[src/rtl/sprom_pkg.sv]
// Shared types for the serial EEPROM slave model.
package sprom_pkg;

    // One sampled pair of bus line levels.
    typedef struct packed {
        logic scl;
        logic sda;
    } line_t;

    // Classification of one strobe against the previous one.
    typedef enum logic [2:0] {
        EV_NONE   = 3'd0,  // no clock rise and no start or stop
        EV_START  = 3'd1,  // SCL high in both samples, SDA falls
        EV_STOP   = 3'd2,  // SCL high in both samples, SDA rises
        EV_BIT    = 3'd3,  // SCL rises with SDA unchanged
        EV_GLITCH = 3'd4   // SCL rises while SDA changed
    } line_ev_t;

endpackage

[src/rtl/sprom_line_sampler.sv]
// Keeps the line levels seen at the previous strobe and classifies the
// current strobe against them.
// Assumes upd is a one-cycle strobe; ev is meaningful only while upd is 1.
module sprom_line_sampler
    import sprom_pkg::*;
(
    input  logic     clk,
    input  logic     rst_n,
    input  logic     upd,
    input  logic     scl_in,
    input  logic     sda_in,
    output line_ev_t ev
);

    line_t prev_q;

    // Hold the levels of the last strobe; both lines start released.
    always_ff @(posedge clk) begin
        if (!rst_n) begin
            prev_q <= '{scl: 1'b1, sda: 1'b1};
        end else if (upd) begin
            prev_q <= '{scl: scl_in, sda: sda_in};
        end
    end

    // Classify the current sample against the previous one.
    always_comb begin
        ev = EV_NONE;
        if (prev_q.scl && scl_in && (prev_q.sda != sda_in)) begin
            ev = sda_in ? EV_STOP : EV_START;
        end else if (!prev_q.scl && scl_in) begin
            ev = (prev_q.sda == sda_in) ? EV_BIT : EV_GLITCH;
        end
    end

endmodule

[src/rtl/sprom_rom.sv]
// Read-only byte array whose contents are computed from two parameters:
// cell a holds (a * MEM_MUL + MEM_ADD) truncated to DW bits.
// Assumes a combinational read is acceptable to the caller.
module sprom_rom #(
    parameter int AW      = 8,
    parameter int DW      = 8,
    parameter int MEM_MUL = 29,
    parameter int MEM_ADD = 60
) (
    input  logic [AW-1:0] addr,
    output logic [DW-1:0] rdata
);

    localparam int DEPTH = 1 << AW;

    logic [DW-1:0] cells [DEPTH];

    // Fill every cell from the content formula.
    for (genvar i = 0; i < DEPTH; i++) begin : g_cell
        assign cells[i] = DW'(i * MEM_MUL + MEM_ADD);
    end

    // Combinational read port.
    assign rdata = cells[addr];

endmodule

[src/rtl/sprom_seq.sv]
// Transaction sequencer: one tick counter walks the control, address and
// data phases, inserts acknowledges and drives read data onto sda_out.
// Assumes ev comes from sprom_line_sampler and that rom_rdata answers
// rom_addr in the same cycle.
module sprom_seq
    import sprom_pkg::*;
#(
    parameter int CW = 8,
    parameter int AW = 8,
    parameter int DW = 8
) (
    input  logic          clk,
    input  logic          rst_n,
    input  logic          upd,
    input  line_ev_t      ev,
    input  logic          sda_in,
    input  logic [DW-1:0] rom_rdata,
    output logic [AW-1:0] rom_addr,
    output logic          sda_out
);

    localparam int CMD_DONE = CW + 1;
    localparam int TICK_END = CW + AW + 1;
    localparam int TW       = $clog2(TICK_END + 1);

    logic [TW-1:0] tick_q;
    logic [CW-1:0] cmd_q;
    logic [AW-1:0] addr_q;
    logic [DW-1:0] data_q;
    logic          ack_q;
    logic          sda_q;
    logic [TW-1:0] tick_inc;
    logic          is_rise;

    assign tick_inc = tick_q + TW'(1);
    assign is_rise  = (ev == EV_BIT) || (ev == EV_GLITCH);
    // The address as it stands once the current bit is shifted in.
    assign rom_addr = {addr_q[AW-2:0], sda_in};
    assign sda_out  = sda_q;

    // Advance the transaction on each strobe.
    always_ff @(posedge clk) begin
        if (!rst_n) begin
            tick_q <= '0;
            cmd_q  <= '0;
            addr_q <= '0;
            data_q <= '0;
            ack_q  <= 1'b0;
            sda_q  <= 1'b1;
        end else if (upd) begin
            sda_q <= 1'b1;
            if (ev == EV_START) begin
                tick_q <= TW'(1);
                cmd_q  <= '0;
            end else if (ev == EV_STOP) begin
                tick_q <= tick_q;
            end else if ((tick_q == '0) && !ack_q) begin
                tick_q <= tick_q;
            end else if (is_rise) begin
                if (ack_q) begin
                    sda_q <= 1'b0;
                    ack_q <= 1'b0;
                end else if (ev == EV_BIT) begin
                    if (tick_q < TW'(CMD_DONE)) begin
                        cmd_q  <= {cmd_q[CW-2:0], sda_in};
                        tick_q <= tick_inc;
                        if (tick_inc == TW'(CMD_DONE)) begin
                            ack_q <= 1'b1;
                        end
                    end else if (tick_q < TW'(TICK_END)) begin
                        if (cmd_q[0]) begin
                            sda_q <= data_q[DW-1];
                        end
                        addr_q <= rom_addr;
                        if (tick_inc == TW'(TICK_END)) begin
                            data_q <= rom_rdata;
                            ack_q  <= 1'b1;
                            tick_q <= '0;
                        end else begin
                            data_q <= {data_q[DW-2:0], 1'b0};
                            tick_q <= tick_inc;
                        end
                    end
                end
            end
        end
    end

    // a start restarts the count with a cleared command
    p_start_restart_r1: assert property (@(posedge clk) disable iff (!rst_n)
        (upd && ev == EV_START) |=> (tick_q == TW'(1) && cmd_q == '0));

    // idle strobes other than a start leave the block idle and released
    p_idle_hold_r2: assert property (@(posedge clk) disable iff (!rst_n)
        (upd && tick_q == '0 && !ack_q && ev != EV_START) |=> (tick_q == '0 && sda_out));

    // a rising edge with changed SDA does not advance the count
    p_glitch_drop_r3: assert property (@(posedge clk) disable iff (!rst_n)
        (upd && ev == EV_GLITCH && !ack_q) |=> $stable(tick_q));

    // a pending acknowledge is driven low on the next rising edge
    p_ack_drive_r5: assert property (@(posedge clk) disable iff (!rst_n)
        (upd && ack_q && is_rise) |=> (!sda_out && !ack_q));

    // a write command never drives data during the address phase
    p_write_quiet_r8: assert property (@(posedge clk) disable iff (!rst_n)
        (upd && ev == EV_BIT && !ack_q && !cmd_q[0] && tick_q >= TW'(CMD_DONE)) |=> sda_out);

    // the returned level only moves on a strobe
    p_out_hold_r9: assert property (@(posedge clk) disable iff (!rst_n)
        !upd |=> $stable(sda_out));

endmodule

[src/rtl/sprom_i2c_slave.sv]
// Top level of the serial EEPROM slave model: line sampler, transaction
// sequencer and computed byte array.
// Assumes the host presents sampled bus levels with a one-cycle upd strobe.
module sprom_i2c_slave #(
    parameter int CW      = 8,
    parameter int AW      = 8,
    parameter int DW      = 8,
    parameter int MEM_MUL = 29,
    parameter int MEM_ADD = 60
) (
    input  logic clk,
    input  logic rst_n,
    input  logic upd,
    input  logic scl_in,
    input  logic sda_in,
    output logic sda_out
);

    sprom_pkg::line_ev_t ev;
    logic [AW-1:0]       rom_addr;
    logic [DW-1:0]       rom_rdata;

    sprom_line_sampler i_sampler (
        .clk    (clk),
        .rst_n  (rst_n),
        .upd    (upd),
        .scl_in (scl_in),
        .sda_in (sda_in),
        .ev     (ev)
    );

    sprom_seq #(
        .CW (CW),
        .AW (AW),
        .DW (DW)
    ) i_seq (
        .clk       (clk),
        .rst_n     (rst_n),
        .upd       (upd),
        .ev        (ev),
        .sda_in    (sda_in),
        .rom_rdata (rom_rdata),
        .rom_addr  (rom_addr),
        .sda_out   (sda_out)
    );

    sprom_rom #(
        .AW      (AW),
        .DW      (DW),
        .MEM_MUL (MEM_MUL),
        .MEM_ADD (MEM_ADD)
    ) i_rom (
        .addr  (rom_addr),
        .rdata (rom_rdata)
    );

endmodule

[config.mk]
export PLATFORM = sky130hd
export DESIGN_NAME = sprom_i2c_slave
export DESIGN_NICKNAME = d
export VERILOG_FILES = /design/src/rtl/sprom_pkg.sv /design/src/rtl/sprom_line_sampler.sv /design/src/rtl/sprom_rom.sv /design/src/rtl/sprom_seq.sv /design/src/rtl/sprom_i2c_slave.sv
export SDC_FILE = /design/constraint.sdc
export NUM_CORES = 1
export LEC_CHECK = 0
export BUFFER_PORTS_ARGS = -buffer_cell sky130_fd_sc_hd__buf_2
export CAP_MARGIN = 10
export CORE_UTILIZATION = 47
export CTS_CLUSTER_DIAMETER = 120
export CTS_CLUSTER_SIZE = 16
export DETAILED_ROUTE_END_ITERATION = 8
export PLACE_DENSITY = 0.63
export SYNTH_ARGS = -nofsm -noshare
export SYNTH_HDL_FRONTEND = slang
export SYNTH_HIERARCHICAL = 1
export SYNTH_SLANG_ARGS = --single-unit
[constraint.sdc]
create_clock -name clk -period 3 [get_ports clk]
set_input_delay 0.45 -clock clk [delete_from_list [all_inputs] [get_ports clk]]
set_output_delay 0.45 -clock clk [all_outputs]
set_load 0.01 [all_outputs]
### Word level (Yosys, flattened, before mapping)

Memory sizes are Yosys's and may differ from the RTL's.
Cells that the tools add are included.

* ROM bits: 2048
* output and inout port bits: 1
* flip-flop bits (word level): 25
* memories: 1

Memories
* (name not given): depth 256, width 8, rd ports 1, clocked after Yosys merged registers in 0, wr ports 0, RTL line sprom_rom.sv:24 `assign rdata = cells[addr];`

* bitwise gates (word level): 6
* add/sub/neg operators: 1
* muxes and demuxes: 38
* $lt $le $gt $ge: 3
* reductions and logical operators: 16
* eq/ne operators: 11

Operators with widths (number)
* 5-bit two-way mux: 9
* 8-bit two-way mux: 3
* 1-bit two-way mux: 22
* 7-bit AND reduction: 2
* 9-bit >= comparator, second input constant: 1
* 3-bit two-way mux: 3
* 8-bit NOT with 9-bit output: 1
* 9-bit AND reduction: 1
* 3-bit by 2-bit == test with 1-bit output, second input constant: 2
* 2-bit nonzero test: 3
* 5-bit by 1-bit adder with 5-bit output, second input constant: 1
* 5-bit by 4-bit == test with 1-bit output, second input constant: 1
* 5-bit == test, second input constant: 1
* 5-bit zero test: 1
* 5-bit by 4-bit < comparator with 1-bit output, second input constant: 1
* 5-bit < comparator, second input constant: 1
* 1-bit NOT: 5
* 5-bit AND reduction: 1
* 1-bit logical AND: 4
* 2-bit by 1-bit != test with 1-bit output, second input constant: 2
* 3-bit by 1-bit == test with 1-bit output, second input constant: 1
* 3-bit == test, second input constant: 1
* 3-bit nonzero test: 1
* 1-bit zero test: 2
* 5 further kinds: 5

### Depth between registers and ports, before layout

Gate-level depths: netlist of run 1.

* depth after elaboration: 11
* depth in mapped cells: 11

### Hierarchy

The synthesis of run 1 kept the hierarchy.

Modules (own cells, without submodules)
* sprom_seq: cells an instance 150, area an instance 1275.0 µm², sequential area each 460.4 µm², times used 1
* sprom_rom: cells an instance 124, area an instance 868.3 µm², sequential area each 0.0 µm², times used 1
* sprom_line_sampler: cells an instance 15, area an instance 135.1 µm², sequential area each 40.0 µm², times used 1

### Worst setup path before layout of run 1

No wires, ideal clock.

* kind: in2reg
* start: input port sda_in
* end: register i_seq.data_q[7]
* data required time: 2881 ps
* stages on the path: 10
* path slack: 774 ps
* arrival time: 2106 ps
* cell sequence: buf_4 > inv_1 > ha_1 > nor2b_1 > o311a_1 > o21ai_0 > a211oi_1 > a311o_1 > mux2i_1 > a21oi_1

* elaborated cells on any way between the ends: 20
* classes of those cells: eq/ne: 6; mux: 7; bitwise: 3; reduce/logical: 3; memory: 1

RTL lines
* start: declaration: RTL line sprom_i2c_slave.sv:15 `input logic sda_in,`
* 8-bit NOT with 9-bit output (implied by the code): RTL line sprom_rom.sv:24
* memory read 256 x 8 bit
* 8-bit two-way mux (implied by the code) (2 in series): RTL line sprom_rom.sv:24
* named net rom_rdata[7]: RTL line sprom_i2c_slave.sv:21 `logic [DW-1:0] rom_rdata;`
* 8-bit two-way mux: RTL line sprom_seq.sv:75 `if (tick_inc == TW'(TICK_END)) begin`
* end signal: assignment: RTL line sprom_seq.sv:76 `data_q <= rom_rdata;`
* end signal: assignment: RTL line sprom_seq.sv:80 `data_q <= {data_q[DW-2:0], 1'b0};`
* end: declaration: RTL line sprom_seq.sv:29 `logic [DW-1:0] data_q;`

The timed path passes the listed nets, and every way through them passes these cells. The select of a mux whose other input is x is not followed.
A chain may end at the register's enable or synchronous reset.

### Worst setup path after layout of run 1

* start: register i_seq.addr_q[2]
* end: register i_seq.data_q[7]

* word-level cells in the longest chain between the ends: 5

Ends and longest elaborated chain
* start: declaration: RTL line sprom_seq.sv:28 `logic [AW-1:0] addr_q;`
* start signal: assignment: RTL line sprom_seq.sv:74 `addr_q <= rom_addr;`
* 8-bit NOT with 9-bit output (implied by the code): RTL line sprom_rom.sv:24
* memory read 256 x 8 bit
* 8-bit two-way mux (implied by the code) (2 in series): RTL line sprom_rom.sv:24
* named net rom_rdata[7]: RTL line sprom_i2c_slave.sv:21
* 8-bit two-way mux: RTL line sprom_seq.sv:75

The timed path passes the listed nets, and every way through them passes these cells. The select of a mux whose other input is x is not followed.

==> impl_metrics.csv, run 1 <==
group,metric,value,unit
timing,holdWs,0.4273,ns
synthesis,yosys.area.top_type_share,21.97,%
die,die_y,71.63,um
timing,fmax,0.4447,GHz
setup_path,crit_fanout,26,
synthesis,synth_seq_cells,25,
synthesis,syn_area,2278,um^2
layout,final_util,51.17,%
timing,maxSlewHeadroom,35.84,%
layout,regArea,500.5,um^2
layout,drive_gt1_share,11.97,%
route,detail-route-antenna-nets,0,
timing,final-setup-viol-count,0,
layout,multiInputGateArea,1584,um^2
timing,fin_skew,0.006242,ns
synthesis,syn-num-nets,305,
timing,tns,0,ns
synthesis,synth_enable_flop_cells,0,
synthesis,ys_top_cells_by_area,"dfxtp_1 22%, nand2_1 6.1%, ha_1 6.0%",
synthesis,syn_area_per_cell,7.884,um^2
timing,maxSlewViolCount,0,
synthesis,synth_seq_area_share,21.97,%
die,core,4504,um^2
timing,finalHoldViolCount,0,
timing,fin_crit,2.249,ns
pwr,intPower,0.4555,mW
synthesis,syn_inst,289,
clock_network,cts_sinks,25,
layout,fillCellCount,447,
pwr,p_leak,0.7809,nW
layout,instances_no_fill,336,
hold_path,hold_class,"input port to flip-flop",
route,wirelength,4934,um
timing,worst_pin_slew,0.9612,ns
place,place.gp.congestion,0.8604,
place,pre_cts_slack,0.5447,ns
pwr,p_sw_share,25.58,%
die,die_w,71.63,um
pwr,seqPwrFrac,55.2,%
clock_network,cts_buffers,3,
die,io_pins,6,
synthesis,yosys.area.top_type,"dfxtp_1",
route,num_vias,1981,
clock_network,h-tree-depth,1,
setup_path,critPathRequiredTime,3.17,ns
synthesis,ys_types,65,
clock_network,clock_latency,0.28,ns
layout,area_growth,1.153,%
clock_network,cts_setup_buffers,0,
hold_path,min_to,"i_sampler/prev_q[1]$_SDFFE_PN1P_",
setup_path,end_kind,"flip-flop",
clock_network,cts_root_buf,"clkbuf_8",
route,drc,0,
synthesis,ys.warnings.count,6,
setup_path,r2r_cells,7,
route,drt_iter0_markers,113,
setup_path,reg2reg_slack,0.75,ns
setup_path,timing.rr.end,"i_seq/data_q[7]$_SDFFE_PN0P_",
pwr,pwr-share-clk,34.8,%
place,numPortBuffers,5,
route,viasPerCell,5.896,
clock_network,clock_path_buffers,2,
synthesis,async_flop_share,0,%
place,post-dp-hpwl,3418,um
setup_path,r2r-start,"i_seq/addr_q[2]$_SDFFE_PN0P_",
clock_network,cts_hold_buf,0,
die,rows,24,
setup_path,worst_setup_path_start_kind,"flip-flop",
synthesis,synth-main-ff-cell,"dfxtp_1",
route,routedWlPerCell,14.68,um
pwr,power_density,265.6,nW/um^2
grt,grt_pass1_wl,8528,um
timing,setup_ws,0.7510,ns
pwr,netSwitchingPower,0.1566,mW
route,firstDrtPassIters,4,
run,maxCapViolations,0,
hold_path,min_from,"scl_in",
setup_path,slowest_stage,"dfxtp_1",
grt,grt_pass1_vias,1725,
setup_path,crit_type,"flip-flop to flip-flop",
grt,grt_max_degree,34,
timing,rsz0062_at_grt,"false",
grt,antenna_found_initial,0,
run_status,outcome,"complete, no violations",
pwr,comb_power_share,10.0,%
layout,nets,301,
clock_network,cts_resized,0,
layout,antenna_cells,0,
timing,fin_crit_sh,74.97,%
grt,grt_use_total,20.64,%
place,place_inst,332,
setup_path,worstPathArrival,2.42,ns
setup_path,cp_cell_sequence,"nor2_1, a211o_1, a31oi_1, o21bai_1, a311o_1, mux2i_1, a21oi_1",
setup_path,slowest_delay,0.84,ns
pwr,peakVddDrop,234.3,uV
die,start_util,50.58,%
die,die-area,5130,um^2
grt,grt-ovfl-total,0,
clock_network,cts_tree,"built",
hold_path,whs_path_depth,3,
clock_network,clk_pin_slew,0.10,ns
## per-layer routing
metal	vias to the layer above	global-route usage, %	share of wire (%)
li1	1033	-	-
met1	910	31.91	53
met2	36	31.13	44
met3	2	1.688	2.8
met4	0	4.575	0.51
met5	-	0	0
## placed cells by master (no fill, tap or decap), types with 2 or more instances in the layout
cell / count
nand2_1: 37
dfxtp_1: 25
a21oi_1: 20
o21ai_0: 18
nor2_1: 13
nor2b_1: 12
nand2b_1: 12
ha_1: 11
mux2i_1: 9
inv_1: 8
o21ai_1: 7
and2_1: 7
a21boi_2: 7
buf_4: 6
nor3_1: 5
buf_2: 5
xnor2_1: 4
o22ai_1: 4
a21boi_0: 4
clkbuf_8: 3
a211oi_1: 3
or2_1: 3
a31oi_1: 3
a311o_1: 3
nand3_1: 3
o31ai_1: 2
a22oi_1: 2
o21a_1: 2
a211o_1: 2
nand4b_1: 2
nand3b_1: 2
nor4b_1: 2
a21boi_1: 2
o211ai_1: 2
a21o_1: 2
o2bb2ai_1: 2
nor3b_1: 2
a32oi_1: 2
## cell usage after synthesis (3+ instances only)
master and count:
a211oi_1 3, a21boi_0 4, a21boi_2 7, a21oi_1 20, a311o_1 3, a31oi_1 3, and2_1 7, buf_2 6
buf_4 5, buf_6 6, dfxtp_1 25, ha_1 11, inv_1 8, mux2i_1 9, nand2_1 37, nand2b_1 12
nand3_1 3, nor2_1 13, nor2b_1 12, nor3_1 5, o21ai_0 18, o21ai_1 7, o22ai_1 4, or2_1 3
xnor2_1 4
## state kept, by name, indices dropped and copies added (netlist names)
register / cells
i_seq/tick_q: 5
i_seq/addr_q: 7
i_sampler/prev_q: 2
i_seq/data_q: 8
i_seq/cmd_q: 1
i_seq/ack_q: 1
i_seq/sda_out: 1
## through the flow
step                      area (um^2)  total power [mW]
final                            2305            0.6121
after global routing             2305            0.6406
after CTS                        2305            0.6195
after floorplan                  2278            0.3915
after detailed placement         2256            0.4066
after global placement           2256            0.4059
## power by group through the flow
stage	clock, mW	sequential (mW)	combinational, mW
finish	0.213	0.338	0.0615
global placement	0	0.345	0.0605
global route	0.234	0.338	0.0686
floorplan	0	0.345	0.0470
CTS	0.220	0.338	0.0615
detailed placement	0	0.345	0.0612
## worst max path at each step
stage	start	end	slack, ns	cells after the start
4_1_cts	i_seq/addr_q[2]$_SDFFE_PN0P_	i_seq/data_q[7]$_SDFFE_PN0P_	0.80	7
3_3_place_gp	sda_in	i_seq/data_q[7]$_SDFFE_PN0P_	0.58	10
3_5_place_dp	sda_in	i_seq/data_q[7]$_SDFFE_PN0P_	0.54	10
2_1_floorplan	sda_in	i_seq/data_q[7]$_SDFFE_PN0P_	0.77	10
5_1_grt	i_seq/addr_q[0]$_SDFFE_PN0P_	i_seq/data_q[7]$_SDFFE_PN0P_	0.57	9
6_report	i_seq/addr_q[2]$_SDFFE_PN0P_	i_seq/data_q[7]$_SDFFE_PN0P_	0.75	7
## cell families after synthesis
kind of cell,count (synthesis),share of synthesized area [%]
AOI/OAI and AO/OA,99,30.53
xor gates and xnor gates,5,1.922
adders and majority gates,11,6.041
buffers and inverters,29,8.512
DFF,25,21.97
muxes,11,5.217
and+or+nand+nor,109,25.81
## area by class of cell
type / count / area share (%)
repair buffers: 11 / 3.040
clock inverters: 1 / 0.3257
flip-flops and latches: 25 / 21.72
multi-input cells: 235 / 68.73
inverters: 9 / 1.574
clock buffers: 3 / 1.792
well taps: 52 / 2.823
## worst max-delay path: cells and delay by family (launching register included)
family	cells	cell delay, ns
AOI/OAI and AO/OA	5	0.97
DFF	1	0.84
muxes	1	0.13
and+or+nand+nor	1	0.19
(Power assumes the default switching activity.)
==> inputs of run 2 (changes only) <==
PLACE_DENSITY = 0.65   (was 0.63)
clock period = 1.8 ns   (was 3 ns; I/O delays follow)
==> run 2 against run 1 <==
Compared with the run above: the run now ends with negative setup slack left; global-route usage up 3.6 points; final cell count up 13%; die area unchanged; sequential cell count unchanged.
==> impl_metrics.csv, run 2 (same netlist as run 1, synthesis figures left out) <==
group,metric,value,unit
die,core,4504,um^2
timing,maxSlewHeadroom,64.30,%
grt,grt_use_total,24.20,%
clock_network,clock_latency,0.28,ns
place,pre_cts_slack,-0.2611,ns
pwr,netSwitchingPower,0.2833,mW
pwr,pwr-share-clk,32.8,%
layout,layout_commonest_cell,"buf_4",
pwr,p_sw_share,26.32,%
grt,grt-ovfl-total,0,
layout,top_regs,"i_seq/data_q (8), i_seq/addr_q (7), i_seq/tick_q (5)",
die,die_y,71.63,um
hold_path,hold_class,"input port to flip-flop",
pwr,power_density,345.1,nW/um^2
clock_network,h-tree-depth,1,
timing,fin_crit_sh,109.6,%
run_status,violations,"negative setup slack",
setup_path,crit_fanout,7,
place,placed_cell_area,2625,um^2
layout,top_register,"i_seq/data_q",
clock_network,cts_root_buf,"clkbuf_8",
clock_network,clock_path_buffers,2,
clock_network,cts_buffers,3,
layout,nets,345,
pwr,p_leak,1.205,nW
clock_network,cts_sinks,25,
layout,antenna_cells,0,
run,maxCapViolations,0,
timing,finalHoldViolCount,0,
die,start_util,50.58,%
setup_path,critPathRequiredTime,1.97,ns
die,rows,24,
pwr,peakVddDrop,433.3,uV
pwr,comb_power_share,14.9,%
setup_path,worst_setup_path_start_kind,"flip-flop",
die,die-area,5130,um^2
pwr,intPower,0.7932,mW
route,drc,0,
timing,final-setup-viol-count,15,
layout,largest_register_ffs,8,
timing,maxSlewViolCount,0,
route,routedWlPerCell,16.26,um
route,num_vias,2258,
setup_path,crit_type,"flip-flop to flip-flop",
route,wirelength,6179,um
grt,grt_pass1_vias,2139,
layout,drive_gt1_share,41.16,%
layout,final_cell_area,3119,um^2
clock_network,cts_tree,"built",
timing,fmax,0.5071,GHz
timing,worst_pin_slew,0.5355,ns
clock_network,cts_hold_buf,0,
grt,grt_max_degree,28,
layout,area_growth,36.90,%
route,drt_iter0_markers,193,
timing,fin_skew,0.003819,ns
pwr,seqPwrFrac,52.3,%
route,firstDrtPassIters,4,
setup_path,end_kind,"flip-flop",
clock_network,clk_pin_slew,0.09,ns
place,numPortBuffers,5,
layout,layout_common_cells,"38 x buf_4, 28 x nand2_1, 18 x dfxtp_1",
place,post-dp-hpwl,3886,um
timing,fin_crit,1.972,ns
setup_path,worstPathArrival,2.15,ns
grt,grt_pass1_wl,9922,um
route,viasPerCell,5.942,
timing,setup_ws,-0.1720,ns
timing,rsz0062_at_grt,"true",
place,place.gp.congestion,0.8781,
grt,antenna_found_initial,0,
die,die_w,71.63,um
run_status,outcome,"complete, but fails checks",
route,detail-route-antenna-nets,0,
die,io_pins,6,
run 2: cell types whose count changed in the layout (fill, tap and decap cells not counted), sizes merged:
cell / previous run / this run
buf: 11 / 55
run 2: power by group through the flow:
stage	clock [mW]	combinational, mW	sequential, mW
3_3_place_gp	0	0.130	0.575
5_1_grt	0.381	0.174	0.564
2_1_floorplan	0	0.0861	0.573
3_5_place_dp	0	0.132	0.575
4_1_cts	0.359	0.143	0.562
6_report	0.353	0.160	0.563
run 2: final timing paths:
kind                                                    from                          endpoint  slack, ns  cells past startpoint
worst max register to register  i_seq/addr_q[0]$_SDFFE_PN0P_      i_seq/data_q[7]$_SDFFE_PN0P_      -0.17                      9
worst min-delay path                                  scl_in  i_sampler/prev_q[1]$_SDFFE_PN1P_       0.25                      3
worst max-delay path            i_seq/addr_q[0]$_SDFFE_PN0P_      i_seq/data_q[7]$_SDFFE_PN0P_      -0.17                      9
worst min register to register  i_seq/tick_q[1]$_SDFFE_PN0P_      i_seq/tick_q[1]$_SDFFE_PN0P_       0.52                      2
run 2: layout make-up:
type	count	area, um^2
Tap cell	52	65.06
Clock inverter	1	7.507
Timing Repair Buffer	55	546.8
Sequential cell	25	514.2
Clock buffer	3	41.29
Multi-Input combinational cell	235	1903
Fill cell	339	1385
Inverter	9	41.29
run 2: worst max-delay path: stages (launching register included):
cell      delay (ns)
dfxtp_4         0.40
inv_4           0.06
ha_4            0.18
nor2b_1         0.13
o311a_1         0.34
o21ai_2         0.14
a211oi_1        0.07
a311o_1         0.34
mux2i_1         0.14
a21oi_1         0.08
run 2: per-stage QoR:
stage	power (mW)	hold WS, ns	std cells	TNS (ns)	util, %
after global routing	1.118	0.2726	380	-2.242	69.25
final	1.077	0.2453	380	-1.052	69.25
after detailed placement	0.7067	0.4604	366	-4.526	58.28
after CTS	1.064	0.2546	378	-0.3286	64.31
after global placement	0.7047	0.4582	366	-3.163	58.28
after floorplan	0.6595	0.3319	289	-0.09125	-
run 2: timing repair:
| item | in CTS | in global routing |
|---|---|---|
| endpoints found under the setup margin | 13 | 23 |
| gates cloned | 3 | 0 |
| buffers inserted | 5 | 5 |
| pin swaps | 6 | 22 |
| gates resized for setup | 27 | 51 |
run 2: layer usage:
| metal | part of all wire, % | track usage (%) | routed length [um] |
|---|---|---|---|
| met5 | 0 | 0 | 0 |
| met4 | 1.6 | 5.229 | 97 |
| met3 | 3.4 | 1.969 | 209 |
| met2 | 49 | 41.72 | 3048 |
| met1 | 46 | 33.07 | 2822 |
==> inputs of run 3 (changes only) <==
BUFFER_PORTS_ARGS = not set   (was -buffer_cell sky130_fd_sc_hd__buf_2)
CORE_ASPECT_RATIO = 1.2   (was not set)
DONT_BUFFER_PORTS = 1   (was not set)
PLACE_DENSITY = 0.64   (was 0.65)
REMOVE_ABC_BUFFERS = 1   (was not set)
==> run 3 against run 2 <==
Compared with the run above: the run still ends with negative setup slack left; clock power shrank 2%; final cell count grew 1.1%; register-to-register slack gained 0.03 ns; via count shrank 2.7%; setup slack gained 0.026 ns; die area is essentially flat; non-clock buffer count shrank 2; clock skew grew 0.0012 ns; critical endpoint unchanged; largest cell class unchanged.
==> impl_metrics.csv, run 3 (same netlist as run 1, synthesis figures left out) <==
group,metric,value,unit
run_status,outcome,"complete, but fails checks",
run_status,violations,"negative setup slack",
route,firstDrtPassIters,4,
hold_path,hold_class,"input port to flip-flop",
timing,maxSlewHeadroom,62.33,%
run,maxCapViolations,0,
route,drt_iter0_markers,139,
pwr,peakVddDrop,386.7,uV
clock_network,cts_hold_buf,0,
die,start_util,49.23,%
setup_path,crit_type,"flip-flop to flip-flop",
clock_network,h-tree-depth,1,
setup_path,critPathRequiredTime,1.97,ns
route,wirelength,5852,um
layout,nets,343,
die,die-area,5131,um^2
setup_path,worst_setup_path_start_kind,"flip-flop",
timing,fmax,0.5140,GHz
timing,finalHoldViolCount,0,
die,core,4628,um^2
grt,grt_pass1_vias,2139,
grt,antenna_found_initial,0,
place,post-dp-hpwl,3878,um
setup_path,worstPathArrival,2.12,ns
clock_network,clock_latency,0.28,ns
pwr,seqPwrFrac,54.9,%
setup_path,end_kind,"flip-flop",
layout,top_regs,"i_seq/data_q (8), i_seq/addr_q (7), i_seq/tick_q (5)",
layout,fillCellCount,368,
route,detail-route-antenna-nets,0,
pwr,power_density,342.8,nW/um^2
clock_network,cts_buffers,3,
layout,multiInputGateArea,1842,um^2
pwr,p_leak,1.151,nW
grt,grt_max_degree,28,
layout,final_cell_area,2989,um^2
layout,instances_no_fill,384,
layout,antenna_cells,0,
place,placed_cell_area,2564,um^2
pwr,p_total,1.025,mW
place,place.gp.congestion,0.8348,
grt,grt_use_total,23.40,%
route,drc,0,
timing,maxSlewViolCount,0,
route,routedWlPerCell,15.24,um
route,num_vias,2198,
layout,largest_register_ffs,8,
clock_network,cts_sinks,25,
clock_network,clock_path_buffers,2,
layout,area_growth,31.19,%
layout,layout_common_cells,"44 x buf_4, 28 x nand2_1, 19 x dfxtp_1",
timing,tns,-0.8400,ns
clock_network,cts_tree,"built",
timing,fin_crit_sh,108.1,%
pwr,comb_power_share,11.2,%
die,die_y,78.27,um
timing,setup_ws,-0.1455,ns
grt,grt_pass1_wl,9466,um
clock_network,clk_pin_slew,0.09,ns
place,place_inst,373,
place,numPortBuffers,0,
pwr,intPower,0.7769,mW
timing,rsz0062_at_grt,"true",
timing,fin_crit,1.946,ns
layout,top_register,"i_seq/data_q",
layout,layout_commonest_cell,"buf_4",
grt,grt-ovfl-total,0,
layout,regArea,513.0,um^2
die,die_w,65.56,um
setup_path,crit_fanout,5,
pwr,p_sw_share,24.17,%
die,io_pins,6,
timing,final-setup-viol-count,14,
die,rows,27,
route,viasPerCell,5.724,
timing,worst_pin_slew,0.5642,ns
clock_network,cts_root_buf,"clkbuf_8",
pwr,pwr-share-clk,33.9,%
pwr,netSwitchingPower,0.2476,mW
timing,fin_skew,0.005039,ns
place,pre_cts_slack,-0.2754,ns
layout,drive_gt1_share,37.12,%
## run 3: cell count changes in the layout (fill, tap and decap cells not counted), moves of 3 or more
cell     before  now
buf_4        38   44
a21oi_1      15   18
buf_12        6    2
buf_2         5    0
buf_16        3    0
a21oi_2       5    2
## run 3: repair_timing
item / in CTS / in global routing
pin swaps: 10 / 23
resized for setup: 28 / 48
endpoints found under the setup margin: 15 / 22
gates cloned: 0 / 3
buffers inserted: 3 / 1
## run 3: layout make-up
cell class,count,area share [%]
Clock inverter,1,0.1674
Timing Repair Buffer,53,15.95
Multi-Input combinational cell,235,61.62
Clock buffer,3,1.381
Inverter,9,1.298
Tap cell,58,2.428
Sequential cell,25,17.16
## run 3: power by group through the flow
| stage | clock, mW | combinational, mW | sequential (mW) |
|---|---|---|---|
| global placement | 0 | 0.0930 | 0.575 |
| floorplan | 0 | 0.0689 | 0.574 |
| detailed placement | 0 | 0.0951 | 0.575 |
| global route | 0.377 | 0.127 | 0.563 |
| finish | 0.347 | 0.115 | 0.562 |
| CTS | 0.360 | 0.103 | 0.563 |
## run 3: per-layer routing
layer  global-route usage [%]  share of wire (%)  routed length [um]  vias up
li1                         -                  -                   -     1110
met1                    27.21                 42                2457     1036
met2                    42.68                 53                3102       39
met3                    1.453                2.1                 124       13
met4                    10.65                2.9                 167        0
met5                        0                  0                   0        -
## run 3: critical path: stages (launching register included)
cell and delay (ns):
dfxtp_4 0.38, buf_6 0.12, ha_4 0.15, buf_6 0.10, nand2b_4 0.05, buf_4 0.13
mux2i_1 0.14, o21ai_1 0.07, and3_1 0.17, a311o_1 0.31, mux2i_1 0.13, a21oi_1 0.08
## run 3: through the flow
| step | utilization (%) | hold WS [ns] |
|---|---|---|
| final | 64.59 | 0.05056 |
| after global routing | 64.59 | 0.04793 |
| after CTS | 59.34 | 0.04252 |
| after detailed placement | 55.39 | 0.3408 |
| after global placement | 55.39 | 0.3371 |
| after floorplan | - | 0.3319 |
## run 3: final timing paths
check | startpoint | to | slack (ns) | cells after the start
setup / recovery | i_seq/addr_q[0]$_SDFFE_PN0P_ | i_seq/data_q[7]$_SDFFE_PN0P_ | -0.15 | 11
hold / removal | rst_n | i_sampler/prev_q[1]$_SDFFE_PN1P_ | 0.05 | 1
setup reg to reg | i_seq/addr_q[0]$_SDFFE_PN0P_ | i_seq/data_q[7]$_SDFFE_PN0P_ | -0.15 | 11
hold reg to reg | i_seq/data_q[4]$_SDFFE_PN0P_ | i_seq/data_q[5]$_SDFFE_PN0P_ | 0.49 | 2
